--- src/rtl/perst_pkg.sv ---
package perst_pkg;

  typedef enum logic [2:0] {
    ST_HOLD,
    ST_WAIT_PWR,
    ST_WAIT_CLK,
    ST_PULSE,
    ST_RUN
  } seq_state_t;

  // Cycles needed to cover ns at hz, rounded up, never below one.
  function automatic longint ns_to_cycles(longint ns, longint hz);
    longint c;
    c = (ns * hz + 64'd999_999_999) / 64'd1_000_000_000;
    if (c < 1) c = 1;
    return c;
  endfunction

endpackage

--- src/rtl/settle_timer.sv ---
module settle_timer #(
  parameter int unsigned CYCLES = 1
) (
  input  logic clk,
  input  logic rst,
  input  logic clear,
  output logic done
);
  localparam int unsigned W = $clog2(CYCLES + 1);
  localparam logic [W-1:0] LIMIT = W'(CYCLES);

  logic [W-1:0] cnt;

  always_ff @(posedge clk) begin
    if (rst || clear) cnt <= '0;
    else if (cnt != LIMIT) cnt <= cnt + 1'b1;
  end

  assign done = (cnt == LIMIT);

  assert_cnt_bound_R4: assert property (@(posedge clk) disable iff (rst)
    cnt <= LIMIT);

  assert_clear_restart_R7: assert property (@(posedge clk) disable iff (rst)
    clear |=> !done);

endmodule

--- src/rtl/perst_fsm.sv ---
module perst_fsm
  import perst_pkg::*;
(
  input  logic       clk,
  input  logic       rst,
  input  logic       pwr_good,
  input  logic       refclk_stable,
  input  logic       sw_req,
  input  logic       pwr_done,
  input  logic       clk_done,
  input  logic       pulse_done,
  output seq_state_t state_q
);
  seq_state_t state_d;
  logic       supplies_ok;

  assign supplies_ok = pwr_good && refclk_stable;

  always_comb begin
    state_d = state_q;
    if (!supplies_ok) begin
      state_d = ST_HOLD;
    end else begin
      unique case (state_q)
        ST_HOLD:     state_d = ST_WAIT_PWR;
        ST_WAIT_PWR: if (pwr_done) state_d = ST_WAIT_CLK;
        ST_WAIT_CLK: if (clk_done) state_d = ST_PULSE;
        ST_PULSE:    if (pulse_done && !sw_req) state_d = ST_RUN;
        ST_RUN:      if (sw_req) state_d = ST_PULSE;
        default:     state_d = ST_HOLD;
      endcase
    end
  end

  always_ff @(posedge clk) begin
    if (rst) state_q <= ST_HOLD;
    else     state_q <= state_d;
  end

  assert_sysreset_R1: assert property (@(posedge clk)
    rst |=> (state_q == ST_HOLD));

  assert_release_pwr_R2: assert property (@(posedge clk) disable iff (rst)
    $rose(state_q == ST_RUN) |-> pwr_done);

  assert_release_clk_R3: assert property (@(posedge clk) disable iff (rst)
    $rose(state_q == ST_RUN) |-> clk_done);

  assert_release_pulse_R8: assert property (@(posedge clk) disable iff (rst)
    $rose(state_q == ST_RUN) |-> pulse_done);

  assert_pwrfail_R5: assert property (@(posedge clk) disable iff (rst)
    !pwr_good |=> (state_q == ST_HOLD));

  assert_clkfail_R6: assert property (@(posedge clk) disable iff (rst)
    !refclk_stable |=> (state_q == ST_HOLD));

  assert_req_enter_R8: assert property (@(posedge clk) disable iff (rst)
    (state_q == ST_RUN && sw_req && supplies_ok) |=> (state_q == ST_PULSE));

  assert_req_hold_R9: assert property (@(posedge clk) disable iff (rst)
    (state_q == ST_PULSE && sw_req) |=> (state_q != ST_RUN));

endmodule

--- src/rtl/perst_sequencer.sv ---
module perst_sequencer
  import perst_pkg::*;
#(
  parameter int unsigned CLK_HZ           = 100_000_000,
  parameter int unsigned PWR_SETTLE_NS    = 100_000_000,
  parameter int unsigned REFCLK_SETTLE_NS = 100_000,
  parameter int unsigned MIN_ASSERT_NS    = 100_000
) (
  input  logic clk,
  input  logic rst,
  input  logic pwr_good,
  input  logic refclk_stable,
  input  logic sw_reset_req,
  output logic perst_n,
  output logic link_ready
);
  localparam int unsigned PWR_CYC   = 32'(ns_to_cycles(longint'(PWR_SETTLE_NS), longint'(CLK_HZ)));
  localparam int unsigned CLK_CYC   = 32'(ns_to_cycles(longint'(REFCLK_SETTLE_NS), longint'(CLK_HZ)));
  localparam int unsigned PULSE_CYC = 32'(ns_to_cycles(longint'(MIN_ASSERT_NS), longint'(CLK_HZ)));

  seq_state_t state_q;
  logic       pwr_done, clk_done, pulse_done;
  logic       running;

  assign running = (state_q == ST_RUN);

  settle_timer #(.CYCLES(PWR_CYC)) u_pwr_timer (
    .clk(clk), .rst(rst), .clear(!pwr_good), .done(pwr_done)
  );

  settle_timer #(.CYCLES(CLK_CYC)) u_clk_timer (
    .clk(clk), .rst(rst), .clear(!refclk_stable), .done(clk_done)
  );

  settle_timer #(.CYCLES(PULSE_CYC)) u_pulse_timer (
    .clk(clk), .rst(rst), .clear(running), .done(pulse_done)
  );

  perst_fsm u_fsm (
    .clk(clk), .rst(rst), .pwr_good(pwr_good), .refclk_stable(refclk_stable),
    .sw_req(sw_reset_req), .pwr_done(pwr_done), .clk_done(clk_done),
    .pulse_done(pulse_done), .state_q(state_q)
  );

  // Loss of either input drops the line without waiting for an edge.
  assign perst_n    = running && pwr_good && refclk_stable;
  assign link_ready = perst_n;

  assert_fail_gate_R5: assert property (@(negedge clk) disable iff (rst)
    !pwr_good |-> !perst_n);

endmodule

--- config.mk ---
export PLATFORM = sky130hd
export DESIGN_NAME = perst_sequencer
export DESIGN_NICKNAME = d
export VERILOG_FILES = /design/src/rtl/perst_pkg.sv /design/src/rtl/settle_timer.sv /design/src/rtl/perst_fsm.sv /design/src/rtl/perst_sequencer.sv
export SDC_FILE = /design/constraint.sdc
export NUM_CORES = 1
export LEC_CHECK = 0
export BUFFER_PORTS_ARGS = -buffer_cell sky130_fd_sc_hd__buf_2
export CAP_MARGIN = 20
export CORE_MARGIN = 2
export CORE_UTILIZATION = 52
export CTS_CLUSTER_SIZE = 14
export DETAILED_ROUTE_END_ITERATION = 6
export PLACE_DENSITY = 0.76
export SYNTH_ARGS = -nofsm -noshare
export SYNTH_HDL_FRONTEND = slang
export SYNTH_HIERARCHICAL = 1
export SYNTH_SLANG_ARGS = --single-unit
--- constraint.sdc ---
create_clock -name clk -period 2.2 [get_ports clk]
set_input_delay 0.55 -clock clk [delete_from_list [all_inputs] [get_ports clk]]
set_output_delay 0.55 -clock clk [all_outputs]
set_load 0.02 [all_outputs]
==> summary.txt, run 1 <==
Worst setup path
  – WP data required: 2.40 ns
  – Buf/Inv on CP: 0
  – Critical Path Slowest Stage Cell: or4_2
  – Critical Path Max Stage Delay: 0.66 ns
  – Worst Path Arrival: 2.34 ns
  – CP cell instances: or4_2 -> or2_2 -> nor3_2 -> o41ai_1 -> a21oi_2 -> mux2_4
  – CP max FO: 4
  – CP delay by family, top: simple AND/OR/NAND/NOR gates
  – Worst setup path class: reg2reg
  – Worst setup EP type: flop
  – Crit start category: flop

Clock tree
  – Clock Latency Late Sink: 0.30 ns
  – # clock sinks: 55
  – Reg clk slew, reported paths: 0.09 ns
  – CTS tree: built
  – CTS Buf Count: 5
  – Clk buf depth: 2
  – CTS H-tree lvls: 2
  – Root buf cell: clkbuf_8
  – Hold buffer count at CTS: 0

Yosys
  – Yosys top cell area share: 38.3%
  – Cell count after synthesis: 332
  – Cell taking the most area after synthesis: dfxtp_1
  – Ranking of synthesized cells by area: dfxtp_1 38%, a21oi_1 4.2%, or3_1 4.1%
  – Yosys warnings: 6
  – #FFs+latches synth: 55
  – Avg Cell Area, Syn: 8.65 µm²
  – Synth cell types: 54
  – Sequential area share after synthesis: 38.3%
  – Asr flop ratio synth: 0%
  – Post-Syn Area: 0.00287 mm²
  – Syn_nets: 343
  – Number of flops mapped to enable cells by yosys: 0
  – Post-synth top flop: dfxtp_1

Global routing
  – First-pass GRT wire length: 10,100 µm
  – Gr ovfl total: 0
  – Grt peak-use layer: met2
  – M3 GR Usage: 3.45%
  – GR Layer Usage met2: 34.0%
  – M1 GR Usage: 26.0%
  – Number of global-route vias before repair: 2,290
  – Total GRT Usage: 20.2%
  – Antenna violations before repair: 0
  – Largest net degree at the start of global routing: 22

Place
  – DP Area: 0.00302 mm²
  – GP Congestion: 0.815
  – Port buffer count: 6
  – Pre-CTS setup slack: 0.0334 ns
  – HPWL Detailed: 4030 µm

Final layout
  – Finished Cell Area: 0.00313 mm²
  – Area grow syn2layout: 9.15%
  – Final Util: 58.0%
  – Antenna diodes: 0
  – Layout cells sized above 1: 13.5%
  – Fin nets: 357

STA
  – Max_slew headroom: 68.6%
  – Minimum clock period: 2.14 ns
  – Fin crit share: 97.3%
  – Fin Setup TNS: 0 ns
  – Worst-margin pin slew: 0.465 ns
  – Final hold vios: 0
  – Fmax achieved: 467 MHz
  – RSZ-0062 raised after global routing: false
  – Setup Viol. Count Final: 0
  – Clk_skew: 0.00358 ns
  – Final Max Tran Viols: 0
  – Final WS setup: 0.0598 ns

Power
  – Power Dens Cells: 540 mW/mm²
  – Total leakage power: 0.982 nW
  – IR Drop Worst-Case VDD: 0.365 mV

Drt
  – Vias per cell: 5.78
  – Antenna Nets Post-Route: 0
  – Drt drc: 0
  – Starting DRT DRC Count: 119
  – Average wire per standard cell: 13.3 µm
  – DRT Pass-1 Iters: 4
  – DR vias: 2,422
  – Final WL: 5570 µm

Status
  – Status: finished, final reports clean

Die
  – DIE AREA: 0.00613 mm²
  – Die Span Y: 78.3 µm
  – Ports: 7
  – Initial Util: 53.1%
  – Horiz. Die Dim: 78.3 µm
  – Row cnt: 27
  – CORE AREA: 0.00541 mm²

Job
  – Max-cap violations: 0

Hold path
  – HP Class: in2reg
==> timing repair <==
action	4_1_cts	5_1_grt
endpoints found under the hold margin	0	0
gates resized for setup	0	3
buffers inserted	0	0
setup endpoints to repair	0	4
==> where the power goes <==
group,leakage [nW],internal [mW],switching [mW],total (mW)
sequential,0.444,1.00,0.0101,1.01
clock,0.0515,0.288,0.314,0.602
combinational,0.486,0.0304,0.0472,0.0777
total,0.982,1.32,0.372,1.69
==> metrics by stage <==
step / hold slack [ns] / power [mW] / cells
after floorplan: 0.438 / 1.09 / 332
after global placement: 0.453 / 1.11 / 411
after detailed placement: 0.466 / 1.11 / 411
after CTS: 0.418 / 1.71 / 419
after global routing: 0.420 / 1.76 / 419
final: 0.426 / 1.69 / 419
==> routing by layer <==
| layer | up-vias | wire [µm] |
|---|---|---|
| met1 | 1129 | 2710 |
| met5 | - | 0 |
| met4 | 0 | 79 |
| met3 | 6 | 164 |
| met2 | 33 | 2620 |
| li1 | 1254 | - |
==> cell families (layout without fill, tap and decap cells) <==
kind of cell	Yosys count	count (layout)	share of synthesized area [%]
AND/OR/NAND/NOR	153	153	32.9
AO/OA/AOI/OAI	63	63	13.5
flip-flops	55	55	38.3
buffers and inverters	31	46	4.66
XOR/XNOR	12	12	3.66
multiplexers	12	12	4.36
adder cells (fa/ha/maj)	6	6	2.61
==> layout by cell type, fill, tap and decap left out, types with 3 or more instances in the layout <==
master    count
inv_1        21
buf_4        11
nor2_1       14
nand3_1      15
a21oi_1      24
o21a_1        4
nand3b_1      3
or3_1        19
ha_1          6
xnor2_1       6
o31a_1        3
xor2_1        6
nor3_1        6
buf_2         6
mux2i_1      11
clkbuf_8      7
or2_2         4
nand4_1       6
nand2_1      30
o31ai_1       8
dfxtp_1      55
o21ai_0      13
or4_1        11
nor4_1       13
==> synthesized netlist by cell type, types with 6 or more instances <==
master and number:
dfxtp_1 55, nand2_1 30, a21oi_1 24, inv_1 21, or3_1 19, nand3_1 15
nor2_1 14, nor4_1 13, o21ai_0 13, or4_1 12, mux2i_1 11, o31ai_1 8
nor3_1 7, ha_1 6, nand4_1 6, xnor2_1 6, xor2_1 6
==> final timing paths <==
path                                     from  slack, ns  depth (start not counted)                          endpoint
max          u_pwr_timer/cnt[18]$_SDFFE_PP0P_       0.06                          6     u_fsm/state_q[0]$_SDFFE_PP0P_
max reg2reg  u_pwr_timer/cnt[18]$_SDFFE_PP0P_       0.06                          6     u_fsm/state_q[0]$_SDFFE_PP0P_
min reg2reg  u_clk_timer/cnt[13]$_SDFFE_PP0P_       0.48                          2  u_clk_timer/cnt[13]$_SDFFE_PP0P_
min                              sw_reset_req       0.43                          2     u_fsm/state_q[2]$_SDFFE_PP0P_
==> state kept, by name, indices dropped and copies added, names as in the netlist <==
register           flops
u_pulse_timer/cnt     14
u_fsm/state_q          3
u_pwr_timer/cnt       24
u_clk_timer/cnt       14
==> final cells by class <==
class / instances / area (µm²)
clock buffers: 8 / 100
flip-flops and latches: 55 / 1100
repair buffers: 17 / 113
well taps: 72 / 90.1
inverters: 21 / 78.8
fillers: 504 / 2270
multi-input cells: 246 / 1650
Power figures use the tool's default switching activity.
==> inputs of run 2 (changes only) <==
--- a/config.mk
+++ b/config.mk
@@ -12,6 +12,7 @@
 export CTS_CLUSTER_SIZE = 14
 export DETAILED_ROUTE_END_ITERATION = 6
 export PLACE_DENSITY = 0.76
+export REMOVE_ABC_BUFFERS = 1
 export SYNTH_ARGS = -nofsm -noshare
 export SYNTH_HDL_FRONTEND = slang
 export SYNTH_HIERARCHICAL = 1
==> summary.txt, run 2 (same netlist as run 1, synthesis figures left out) <==
Status
  – Status: finished, final reports clean

Worst setup path
  – CP delay by family, top: simple AND/OR/NAND/NOR gates
  – Critical Path Max Stage Delay: 0.66 ns
  – CP max FO: 4
  – Worst Path Arrival: 2.30 ns
  – Reg2reg start: u_pwr_timer/cnt[18]$_SDFFE_PP0P_
  – Crit start category: flop
  – Buf/Inv on CP: 0
  – Worst reg2reg setup slack: 0.10 ns
  – Worst R2R Path Depth: 6
  – Worst setup path class: reg2reg
  – Critical Path Slowest Stage Cell: or4_2
  – CP cell instances: or4_2 -> or2_2 -> nor3_2 -> o41ai_2 -> a21oi_2 -> mux2_4
  – WP data required: 2.40 ns
  – Worst setup EP type: flop
  – Reg2reg end: u_fsm/state_q[0]$_SDFFE_PP0P_

Clock tree
  – # clock sinks: 55
  – Reg clk slew, reported paths: 0.09 ns
  – Root buf cell: clkbuf_8
  – CTS tree: built
  – Clock Latency Late Sink: 0.31 ns
  – CTS Buf Count: 5
  – CTS H-tree lvls: 2
  – Setup Fix Bufs, Post-CTS: 0
  – Clk buf depth: 2

Drt
  – Final WL: 5600 µm
  – DRT Pass-1 Iters: 6
  – Drt drc: 0
  – Antenna Nets Post-Route: 0
  – Starting DRT DRC Count: 141
  – DR vias: 2,476
  – Average wire per standard cell: 13.2 µm
  – Vias per cell: 5.85

Final layout
  – Final Util: 58.3%
  – Regs by FF count: u_pwr_timer/cnt (24), u_clk_timer/cnt (14), u_pulse_timer/cnt (14)
  – Antenna diodes: 0
  – Commonest non-fill, non-tap cells in the layout: 55 x dfxtp_1, 30 x nand2_1, 24 x a21oi_1, 21 x inv_1, 19 x or3_1
  – Area grow syn2layout: 9.76%
  – Sequential cell area: 0.00110 mm²
  – Filler Cells Inserted: 506
  – Layout cells sized above 1: 14.8%
  – Largest Register: u_pwr_timer/cnt
  – Commonest non-fill, non-tap cell in the layout: dfxtp_1
  – Finished Cell Area: 0.00315 mm²
  – Fin nets: 361
  – Multi-input gate area: 0.00166 mm²
  – Max reg flops: 24
  – Post-Layout Cell Count: 423

Die
  – Die Span Y: 78.3 µm
  – Row cnt: 27
  – CORE AREA: 0.00541 mm²
  – Horiz. Die Dim: 78.3 µm
  – Initial Util: 53.1%
  – DIE AREA: 0.00613 mm²
  – Ports: 7

Power
  – Total leakage power: 1.00 nW
  – Power Dens Cells: 517 mW/mm²
  – IR Drop Worst-Case VDD: 0.350 mV

Hold path
  – Hold Crit Depth: 2
  – Hold Crit Start: sw_reset_req
  – HP Class: in2reg
  – Hold Path Sink: u_fsm/state_q[2]$_SDFFE_PP0P_

Place
  – DP Area: 0.00305 mm²
  – Dpl cells: 415
  – HPWL Detailed: 4040 µm
  – Port buffer count: 6
  – GP Congestion: 0.784

Global routing
  – Number of global-route vias before repair: 2,232
  – Gr ovfl total: 0
  – Total GRT Usage: 19.9%
  – First-pass GRT wire length: 9980 µm
  – Antenna violations before repair: 0
  – Largest net degree at the start of global routing: 22

STA
  – Final Max Tran Viols: 0
  – Worst hold slack: 0.440 ns
  – Fmax achieved: 477 MHz
  – Minimum clock period: 2.10 ns
  – Fin crit share: 95.3%
  – Setup Viol. Count Final: 0
  – Worst-margin pin slew: 0.514 ns
  – Final hold vios: 0
  – Max_slew headroom: 65.3%
  – Clk_skew: 0.00608 ns

Job
  – Max-cap violations: 0
[run 2: cell types whose count changed in the layout (fill, tap and decap cells not counted)]
cell and delta:
or4_1 +1, or4_4 -1, o41ai_1 -1, o41ai_2 +1
clkbuf_8 -2, clkbuf_1 -1, buf_4 +4, clkinv_2 +3
[run 2: metrics by stage]
| stage | setup WS [ns] | setup TNS (ns) | total power, mW |
|---|---|---|---|
| finish | 0.104 | 0 | 1.63 |
| global route | -0.00764 | -0.0136 | 1.70 |
| CTS | 0.0243 | 0 | 1.66 |
| detailed placement | 0.0470 | 0 | 1.11 |
| global placement | 0.0666 | 0 | 1.11 |
| floorplan | 0.114 | 0 | 1.09 |
[run 2: worst reg2reg max path: cells and delay by family, from the launching register on]
| family | cells | cell delay (ns) |
|---|---|---|
| compound gates | 2 | 0.23 |
| flops | 1 | 0.34 |
| mux | 1 | 0.30 |
| simple gates | 3 | 1.13 |
[run 2: worst max-delay path by stage]
| stage | from | to | slack [ns] | depth (start not counted) |
|---|---|---|---|---|
| finish | u_pwr_timer/cnt[18]$_SDFFE_PP0P_ | u_fsm/state_q[0]$_SDFFE_PP0P_ | 0.10 | 6 |
| global route | u_fsm/state_q[2]$_SDFFE_PP0P_ | link_ready | -0.008 | 3 |
| CTS | u_pwr_timer/cnt[17]$_SDFFE_PP0P_ | u_fsm/state_q[0]$_SDFFE_PP0P_ | 0.02 | 6 |
| detailed placement | u_pwr_timer/cnt[17]$_SDFFE_PP0P_ | u_fsm/state_q[0]$_SDFFE_PP0P_ | 0.05 | 6 |
| global placement | u_pwr_timer/cnt[17]$_SDFFE_PP0P_ | u_fsm/state_q[0]$_SDFFE_PP0P_ | 0.07 | 6 |
| floorplan | u_pulse_timer/cnt[3]$_SDFFE_PP0P_ | u_fsm/state_q[0]$_SDFFE_PP0P_ | 0.11 | 6 |
[run 2: report_power, final]
group	leakage (nW)	internal, mW	switching [mW]	total [mW]
clock	0.0477	0.219	0.320	0.539
combinational	0.509	0.0290	0.0454	0.0744
sequential	0.444	1.00	0.0123	1.02
total	1.00	1.25	0.378	1.63
[run 2: cell type report]
| cell class | count | area share [%] |
|---|---|---|
| tap | 72 | 2.86 |
| clock inverter | 3 | 0.476 |
| inverter | 21 | 2.50 |
| multi-input combinational | 246 | 52.5 |
| clock buffer | 5 | 2.18 |
| sequential | 55 | 34.9 |
| timing repair buffer | 21 | 4.53 |
[run 2: routing by layer]
| layer | vias up | GRT usage, % | part of all wire, % |
|---|---|---|---|
| li1 | 1266 | - | - |
| met4 | 0 | 6.14 | 1.6 |
| met2 | 31 | 32.3 | 46 |
| met5 | - | 0 | 0 |
| met3 | 9 | 4.02 | 2.2 |
| met1 | 1170 | 26.7 | 50 |
[run 2: what timing repair did]
item                                    4_1_cts  5_1_grt
endpoints found under the setup margin        0        3
hold buffers                                  0        0
gates resized for setup                       0        3
